## config.mk

```make
export PLATFORM = sky130hd
export DESIGN_NAME = act_window_limiter
export DESIGN_NICKNAME = d
export VERILOG_FILES = /design/src/rtl/actlim_pkg.sv /design/src/rtl/actlim_rank.sv /design/src/rtl/actlim_flag.sv /design/src/rtl/act_window_limiter.sv
export SDC_FILE = /design/constraint.sdc
export NUM_CORES = 1
export LEC_CHECK = 0
export ABC_AREA = 0
export CORE_MARGIN = 1.5
export CORE_UTILIZATION = 55
export DETAILED_ROUTE_END_ITERATION = 6
export DONT_BUFFER_PORTS = 1
export HOLD_SLACK_MARGIN = 0.12
export PLACE_DENSITY = 0.73
export RECOVER_POWER = 100
export SLEW_MARGIN = 20
export SYNTH_ARGS = -nofsm -noshare
export SYNTH_HDL_FRONTEND = slang
export SYNTH_SLANG_ARGS = --single-unit
```

## constraint.sdc

```tcl
create_clock -name clk -period 3 [get_ports clk]
set_input_delay 0.3 -clock clk [delete_from_list [all_inputs] [get_ports clk]]
set_output_delay 0.3 -clock clk [all_outputs]
set_load 0.01 [all_outputs]
```

## src/rtl/actlim_pkg.sv

```systemverilog
package actlim_pkg;
  localparam int TS_MAX_W = 32;

  // age is the modular distance from a stored entry to the new timestamp
  function automatic logic window_hit(input logic [TS_MAX_W-1:0] age,
                                      input logic                 occupied,
                                      input logic [TS_MAX_W-1:0] win);
    return occupied && (age < win);
  endfunction
endpackage

```

## src/rtl/actlim_rank.sv

```systemverilog
module actlim_rank #(
  parameter int ACT_LIMIT = 4,
  parameter int TS_W      = 16,
  parameter int WINDOW    = 20
) (
  input  logic            clk,
  input  logic            rst,
  input  logic            wr,
  input  logic [TS_W-1:0] t,
  output logic            early_hit,
  output logic [TS_W-1:0] allow_q
);
  import actlim_pkg::*;

  localparam logic [TS_W-1:0] WIN = TS_W'(WINDOW);

  logic [TS_W-1:0] hist [ACT_LIMIT];
  logic [TS_W-1:0] post_old;
  logic [TS_W-1:0] age_pre, age_post;
  logic            late_hit;

  generate
    if (ACT_LIMIT == 1) begin : g_single
      assign post_old = t;
    end else begin : g_multi
      assign post_old = hist[ACT_LIMIT-2];
    end
  endgenerate

  always_comb begin
    age_pre   = t - hist[ACT_LIMIT-1];
    age_post  = t - post_old;
    early_hit = window_hit(TS_MAX_W'(age_pre), hist[ACT_LIMIT-1] != '0, TS_MAX_W'(WIN));
    late_hit  = window_hit(TS_MAX_W'(age_post), post_old != '0, TS_MAX_W'(WIN));
  end

  always_ff @(posedge clk) begin
    if (rst) begin
      for (int k = 0; k < ACT_LIMIT; k++) hist[k] <= '0;
      allow_q <= '0;
    end else if (wr) begin
      hist[0] <= t;
      for (int k = 1; k < ACT_LIMIT; k++) hist[k] <= hist[k-1];
      if (late_hit) allow_q <= post_old + WIN;
    end
  end

  // no record for this rank, no movement of its allowed time
  assert_hold_idle_R1: assert property (@(posedge clk) disable iff (rst)
    !wr |=> $stable(allow_q));

  // a new allowed time lies after the triggering timestamp, within one window
  assert_enforce_bound_R3: assert property (@(posedge clk) disable iff (rst)
    !$stable(allow_q) |-> ((allow_q - $past(t)) <= WIN) && (allow_q != $past(t)));
endmodule

```

## src/rtl/actlim_flag.sv

```systemverilog
module actlim_flag (
  input  logic clk,
  input  logic rst,
  input  logic rec_valid,
  input  logic rank_bad,
  input  logic hit,
  output logic viol_q
);
  always_ff @(posedge clk) begin
    if (rst) viol_q <= 1'b0;
    else     viol_q <= rec_valid && (rank_bad || hit);
  end

  // a violation pulse always follows a record strobe
  assert_flag_cause_R5: assert property (@(posedge clk) disable iff (rst)
    viol_q |-> $past(rec_valid));

  // an out-of-range rank is always flagged
  assert_bad_rank_R8: assert property (@(posedge clk) disable iff (rst)
    (rec_valid && rank_bad) |=> viol_q);
endmodule

```

## src/rtl/act_window_limiter.sv

```systemverilog
module act_window_limiter #(
  parameter int NUM_RANKS = 3,
  parameter int ACT_LIMIT = 4,
  parameter int WINDOW    = 20,
  parameter int TS_W      = 16,
  parameter int RANK_W    = (NUM_RANKS > 1) ? $clog2(NUM_RANKS) : 1
) (
  input  logic                      clk,
  input  logic                      rst,
  input  logic                      rec_valid,
  input  logic [RANK_W-1:0]         rec_rank,
  input  logic [TS_W-1:0]           rec_time,
  output logic [NUM_RANKS*TS_W-1:0] allow_at,
  output logic                      viol
);
  logic [NUM_RANKS-1:0] rank_sel;
  logic [NUM_RANKS-1:0] rank_hit;
  logic                 rank_bad;
  logic                 any_hit;

  generate
    for (genvar r = 0; r < NUM_RANKS; r++) begin : g_sel
      assign rank_sel[r] = rec_valid && (rec_rank == RANK_W'(r));
    end
  endgenerate

  assign rank_bad = rec_valid && (rank_sel == '0);
  assign any_hit  = |(rank_sel & rank_hit);

  generate
    if (ACT_LIMIT == 0) begin : g_off
      assign rank_hit = '0;
      assign allow_at = '0;
    end else begin : g_on
      for (genvar r = 0; r < NUM_RANKS; r++) begin : g_rank
        actlim_rank #(
          .ACT_LIMIT(ACT_LIMIT),
          .TS_W     (TS_W),
          .WINDOW   (WINDOW)
        ) u_rank (
          .clk      (clk),
          .rst      (rst),
          .wr       (rank_sel[r]),
          .t        (rec_time),
          .early_hit(rank_hit[r]),
          .allow_q  (allow_at[r*TS_W +: TS_W])
        );
      end
    end
  endgenerate

  actlim_flag u_flag (
    .clk      (clk),
    .rst      (rst),
    .rec_valid(rec_valid),
    .rank_bad (rank_bad),
    .hit      (any_hit),
    .viol_q   (viol)
  );

  // the cycle after reset, every allowed time reads zero
  assert_reset_clear_R7: assert property (@(posedge clk)
    $past(rst) |-> (allow_at == '0) && !viol);

  // an out-of-range record leaves every allowed time untouched
  assert_bad_rank_hold_R8: assert property (@(posedge clk) disable iff (rst)
    (rank_bad && !$past(rst)) |=> $stable(allow_at));
endmodule

```

### Word-level counts from Yosys, hierarchy flattened

Memories as Yosys holds them, arrays and structs flattened.
Cells that the tools add are included.

| cells by class | value |
|---|---|
| $add $sub $neg | 9 |
| multipliers | 0 |
| div/mod/pow operators | 0 |
| magnitude comparators | 6 |
| eq/ne operators | 2 |
| shift operators | 0 |
| muxes and demuxes | 23 |
| bitwise operators | 13 |
| reductions and logical operators | 24 |

Operators with widths:

| operator | count |
|---|---|
| $mux W16 | 12 |
| $lt A16 B5 Y1 const B | 6 |
| $reduce_bool A16 Y1 | 6 |
| $sub A16 B16 Y16 | 6 |
| $add A16 B5 Y16 const B | 3 |
| $or A1 B1 Y1 | 12 |
| $logic_and A1 B1 Y1 | 11 |
| $mux W1 | 11 |
| $reduce_and A2 Y1 | 3 |
| $and A3 B3 Y3 | 1 |
| $logic_not A3 Y1 | 1 |
| $reduce_or A3 Y1 | 1 |
| $eq A2 B1 Y1 const B | 1 |
| $eq A2 B2 Y1 const B | 1 |
| $logic_not A2 Y1 | 1 |
| $logic_or A1 B1 Y1 | 1 |

| word-level totals | value |
|---|---|
| flip-flop bits (word level) | 49 |
| bits in latches | 0 |
| bits in writable memories | 192 |
| memory bits (read-only) | 0 |
| logic and storage cells | 84 |
| memories | 3 |

Memory list:

| name | depth | width | rd ports | clocked after Yosys merged registers in | write ports | line | source |
|---|---|---|---|---|---|---|---|
| g_on.g_rank[0].u_rank.hist | 4 | 16 | 4 | 0 | 4 | actlim_rank.sv:17 | `logic [TS_W-1:0] hist [ACT_LIMIT];` |
| g_on.g_rank[1].u_rank.hist | 4 | 16 | 4 | 0 | 4 | actlim_rank.sv:17 |  |
| g_on.g_rank[2].u_rank.hist | 4 | 16 | 4 | 0 | 4 | actlim_rank.sv:17 |  |

### Depth between registers and ports, before layout

| logic depth | value |
|---|---|
| word-level depth | 7 |
| gate-level depth with buffers | 13 |
| gate-level depth less buffers | 11 |

### By module

A second synthesis with hierarchy kept.

| unflattened totals | value |
|---|---|
| cell total of the unflattened synthesis | 1,482 |
| area total of the unflattened synthesis | 14,789.2 sq um |

Modules (own cells, without submodules):

| module | instances | cells each | area an instance (sq um) | seq. area each (sq um) |
|---|---|---|---|---|
| actlim_rank | 3 | 490 | 4,897.2 | 2,242.2 |
| act_window_limiter | 1 | 9 | 61.3 | 0.0 |
| actlim_flag | 1 | 3 | 36.3 | 20.0 |

### Worst setup path before layout

No wires, ideal clock.

| timing path | value |
|---|---|
| path kind | flip-flop to flip-flop |
| start point | mem g_on.g_rank[2].u_rank.hist[8][2] (netlist: g_on.g_rank[2].u_rank.hist[2][2]) |
| end point | reg g_on.g_rank[2].u_rank.allow_q[10] |
| setup time | 0.114 ns |
| arrival time | 3.042 ns |
| required time | 2.886 ns |
| slack | -0.157 ns |
| stages on the path, launching flop included | 14 |
| buffers on the path | 2 |
| clock period less this slack | 3.157 ns |
| cells stage by stage | edfxtp_1 -> inv_1 -> ha_1 -> a21o_1 -> a31oi_4 -> o21ai_2 -> a31oi_1 -> nor2_4 -> or4_1 -> or4b_1 -> buf_6 -> buf_12 -> mux2i_1 -> nor2_1 |

RTL lines:

| element | line | source |
|---|---|---|
| start, declared | actlim_rank.sv:17 |  |
| end signal, assigned | actlim_rank.sv:44 | `if (late_hit) allow_q <= post_old + WIN;` |
| end, declared | actlim_rank.sv:11 | `output logic [TS_W-1:0] allow_q` |

==> flow_summary.json <==
{
  "status": "finished, violations left",
  "violations": "negative hold slack, max-capacitance violations, max-slew violations, negative setup slack",
  "yosysMostFrequentCell": "and2_1",
  "drt_iter0_drc": 754,
  "clk-insertion-delay-late_ns": 0.53,
  "final_nets": 1544,
  "irDropWorstVdd_uv": 615,
  "ys_warn_count": 0,
  "synth_compound_area_share_pct": 10.2,
  "postRouteAntennaNets": 0,
  "routabilityCongestion": 0.938,
  "critPathMaxStageDelay_ns": 0.52,
  "antenna_found_initial": 0,
  "synth_fa_ha_area_share_pct": 8.10,
  "slew_viol_final": 195,
  "rows": 58,
  "r2r_start": "g_on.g_rank[2].u_rank.hist[2][8]$_SDFFCE_PN0P_",
  "grt_pass1_wl_um": 52600,
  "clkSinkCount": 241,
  "postSynthNetCount": 1412,
  "postCtsHoldBufs": 48,
  "overflow": 0,
  "cp_common_cell": "mux2i_1",
  "path_max_fanout": 16,
  "yosys-top-cells-count": "and2_1 (194), edfxtp_1 (192), inv_1 (101)",
  "io_buffers": 0,
  "synthFlopType": "edfxtp_1",
  "synth_area_leaders": "edfxtp_1 (41%), and2_1 (8.7%), ha_1 (8.1%)",
  "rsz0062_at_grt": "yes",
  "hold_start": "rst",
  "final_layout_size_suffix_gt1_share_pct": 13.4,
  "wl_per_cell_um": 19.4,
  "tritoncts": "built",
  "p_per_area_nw_per_um2": 501,
  "start_util_pct": 55.7,
  "timing.fmax_mhz": 325,
  "synthCells": 1301,
  "dp_hpwl_um": 22100,
  "cts_root_buffer": "clkbuf_16",
  "ys_seq_area_share_pct": 48.5,
  "fin_ws_ns": -0.0789,
  "io_pins": 70,
  "critPathLaunchType": "register",
  "crit_type": "reg2reg",
  "die_x_um": 162,
  "crit_chain": "inv_2 > ha_4 > a211o_1 > a21oi_2 > o211ai_1 > a31oi_2 > mux2i_1 > or4_1 > or4b_4 > buf_12 > mux2i_1 > nor2_1",
  "die_y_um": 162,
  "leakagePower_nw": 6.67,
  "slowest_stage": "or4_1",
  "worstPathRequired_ns": 3.42,
  "dp_worst_setup_slack_ns": -0.112,
  "numCtsBuffers": 27,
  "finalWirelength_um": 34600,
  "worstMarginPinSlew_ns": 2.09,
  "viasPerCell": 5.72,
  "grt_pass1_vias": 9456,
  "synthXorXnorAreaFrac_pct": 3.64,
  "crit_path_end_kind": "register",
  "hold_path.class": "in2reg",
  "grt_max_degree": 72,
  "netlist-cell-type-count": 85,
  "drc": 0,
  "htree_levels": 1,
  "post-route-min-period_ns": 3.08,
  "synth-async-reset-ratio_pct": 0,
  "finalHoldViolCount": 32,
  "syn_avg_cell_area_um2": 10.7,
  "core_um2": 25000,
  "track_usage_pct": 26.0,
  "synth-simple-area-share_pct": 21.1,
  "synth_edf_count": 192,
  "worstPathArrival_ns": 3.50,
  "slew_headroom_pct": -39.5,
  "synth_top_area_share_pct": 41.5,
  "dieArea_um2": 26300,
  "fin_crit_sh_pct": 103,
  "synth_area_um2": 13900,
  "yosys.area.top_type": "edfxtp_1",
  "worst_hold_slack_ns": -0.159,
  "first_pass_iters": 5,
  "cp-startpoint": "g_on.g_rank[2].u_rank.hist[2][8]$_SDFFCE_PN0P_",
  "num_vias": 10200,
  "clockBufferDepth": 3,
  "tns_ns": -0.880,
  "ys_ff_latch": 241,
  "skew_ns": 0.00786,
  "setup_viol": 18,
  "area_growth_pct": 17.6,
  "maxCapViolCount": 3,
  "muxShareOfSynthArea_pct": 4.25,
  "synth_top_family_by_area": "simple AND/OR/NAND/NOR gates",
  "path_clk_slew_ns": 0.06
}
what timing repair did:
action,in CTS,in global routing
endpoints found under the hold margin,96,32
cloned,0,1
gates resized for setup,10,26
setup endpoints to repair,17,46
buffers inserted,1,5
pin swaps,1,7
logic make-up after synthesis:
logic type | after synthesis
buffers and inverters | 137
DFF | 241
and+or+nand+nor | 515
adders and majority gates | 90
muxes | 57
xor gates and xnor gates | 57
AOI/OAI and AO/OA | 204
area by class of cell:
class | instances | area (um2)
Sequential cell | 241 | 6750
Inverter | 101 | 379
Clock inverter | 17 | 143
Multi-Input combinational cell | 923 | 6800
Fill cell | 1920 | 8610
Timing Repair Buffer | 139 | 1180
Tap cell | 330 | 413
Antenna cell | 1 | 2.50
Clock buffer | 32 | 694
layer usage:
metal | vias up | wire (um) | global-route usage (%)
met5 | - | 0 | 0
met4 | 0 | 1200 | 8.51
met3 | 70 | 1960 | 3.96
met2 | 293 | 16000 | 42.5
met1 | 4885 | 15400 | 35.8
li1 | 4963 | - | -
critical path, delay by kind of cell (launching register included):
| family | cells | cell delay, ns |
|---|---|---|
| simple gates | 3 | 1.09 |
| flops | 1 | 0.39 |
| fa+ha+maj | 1 | 0.20 |
| mux | 2 | 0.26 |
| compound gates | 4 | 0.75 |
| buf+inv | 2 | 0.28 |
path summary, 6_finish.rpt:
kind / to / slack [ns] / depth (start not counted)
max: g_on.g_rank[2].u_rank.allow_q[1]$_SDFFE_PP0P_ / -0.08 / 12
min: g_on.g_rank[0].u_rank.allow_q[10]$_SDFFE_PP0P_ / -0.16 / 1
max reg2reg: g_on.g_rank[2].u_rank.allow_q[1]$_SDFFE_PP0P_ / -0.08 / 12
min reg2reg: g_on.g_rank[2].u_rank.hist[1][0]$_SDFFCE_PN0P_ / 0.51 / 1
sequential cells by signal, summed over array words and instances, names as in the netlist:
register,cells
g_on.g_rank.u_rank.allow_q,48
u_flag.viol_q,1
g_on.g_rank.u_rank.hist,192
metrics by stage:
stage	area, um2	hold slack [ns]	std cells	total power, mW	util (%)
finish	16400	-0.159	1784	8.19	65.5
global route	16400	-0.182	1783	8.51	65.5
CTS	16300	-0.180	1777	8.21	65.2
detailed placement	14900	0.384	1679	5.03	59.6
global placement	14900	0.380	1679	5.01	59.6
floorplan	14000	0.496	1301	4.72	-
layout by cell type (no fill, tap or decap), types with 6 or more instances in the layout:
master and n:
dfxtp_1 49, nor4_1 31, mux2i_1 37, clkbuf_1 8
or2_2 7, ha_1 83, xor2_1 12, clkinv_2 6
a21oi_2 6, o211ai_1 6, xnor2_1 44, and2_0 104
o21a_1 7, ha_4 6, o21ai_0 28, nor2b_1 24
or3_1 11, a21o_1 16, nand4_1 6, o21bai_1 7
mux2_2 9, nor3_1 23, a31oi_1 12, nor2_1 84
nand3_1 22, and2_1 90, mux2_1 7, inv_1 98
a21oi_1 41, clkbuf_16 28, edfxtp_1 192, nand2_1 40
and3_1 15, dlygate4sd3_1 48, buf_4 81, nand2b_1 24
a211oi_1 12
report_power, final:
part / internal (mW) / switching (mW) / leakage (nW)
combinational: 0.561 / 0.692 / 3.87
sequential: 3.77 / 0.0637 / 2.39
clock: 1.82 / 1.29 / 0.412
Note: power is estimated with default switching activity, not from simulation.
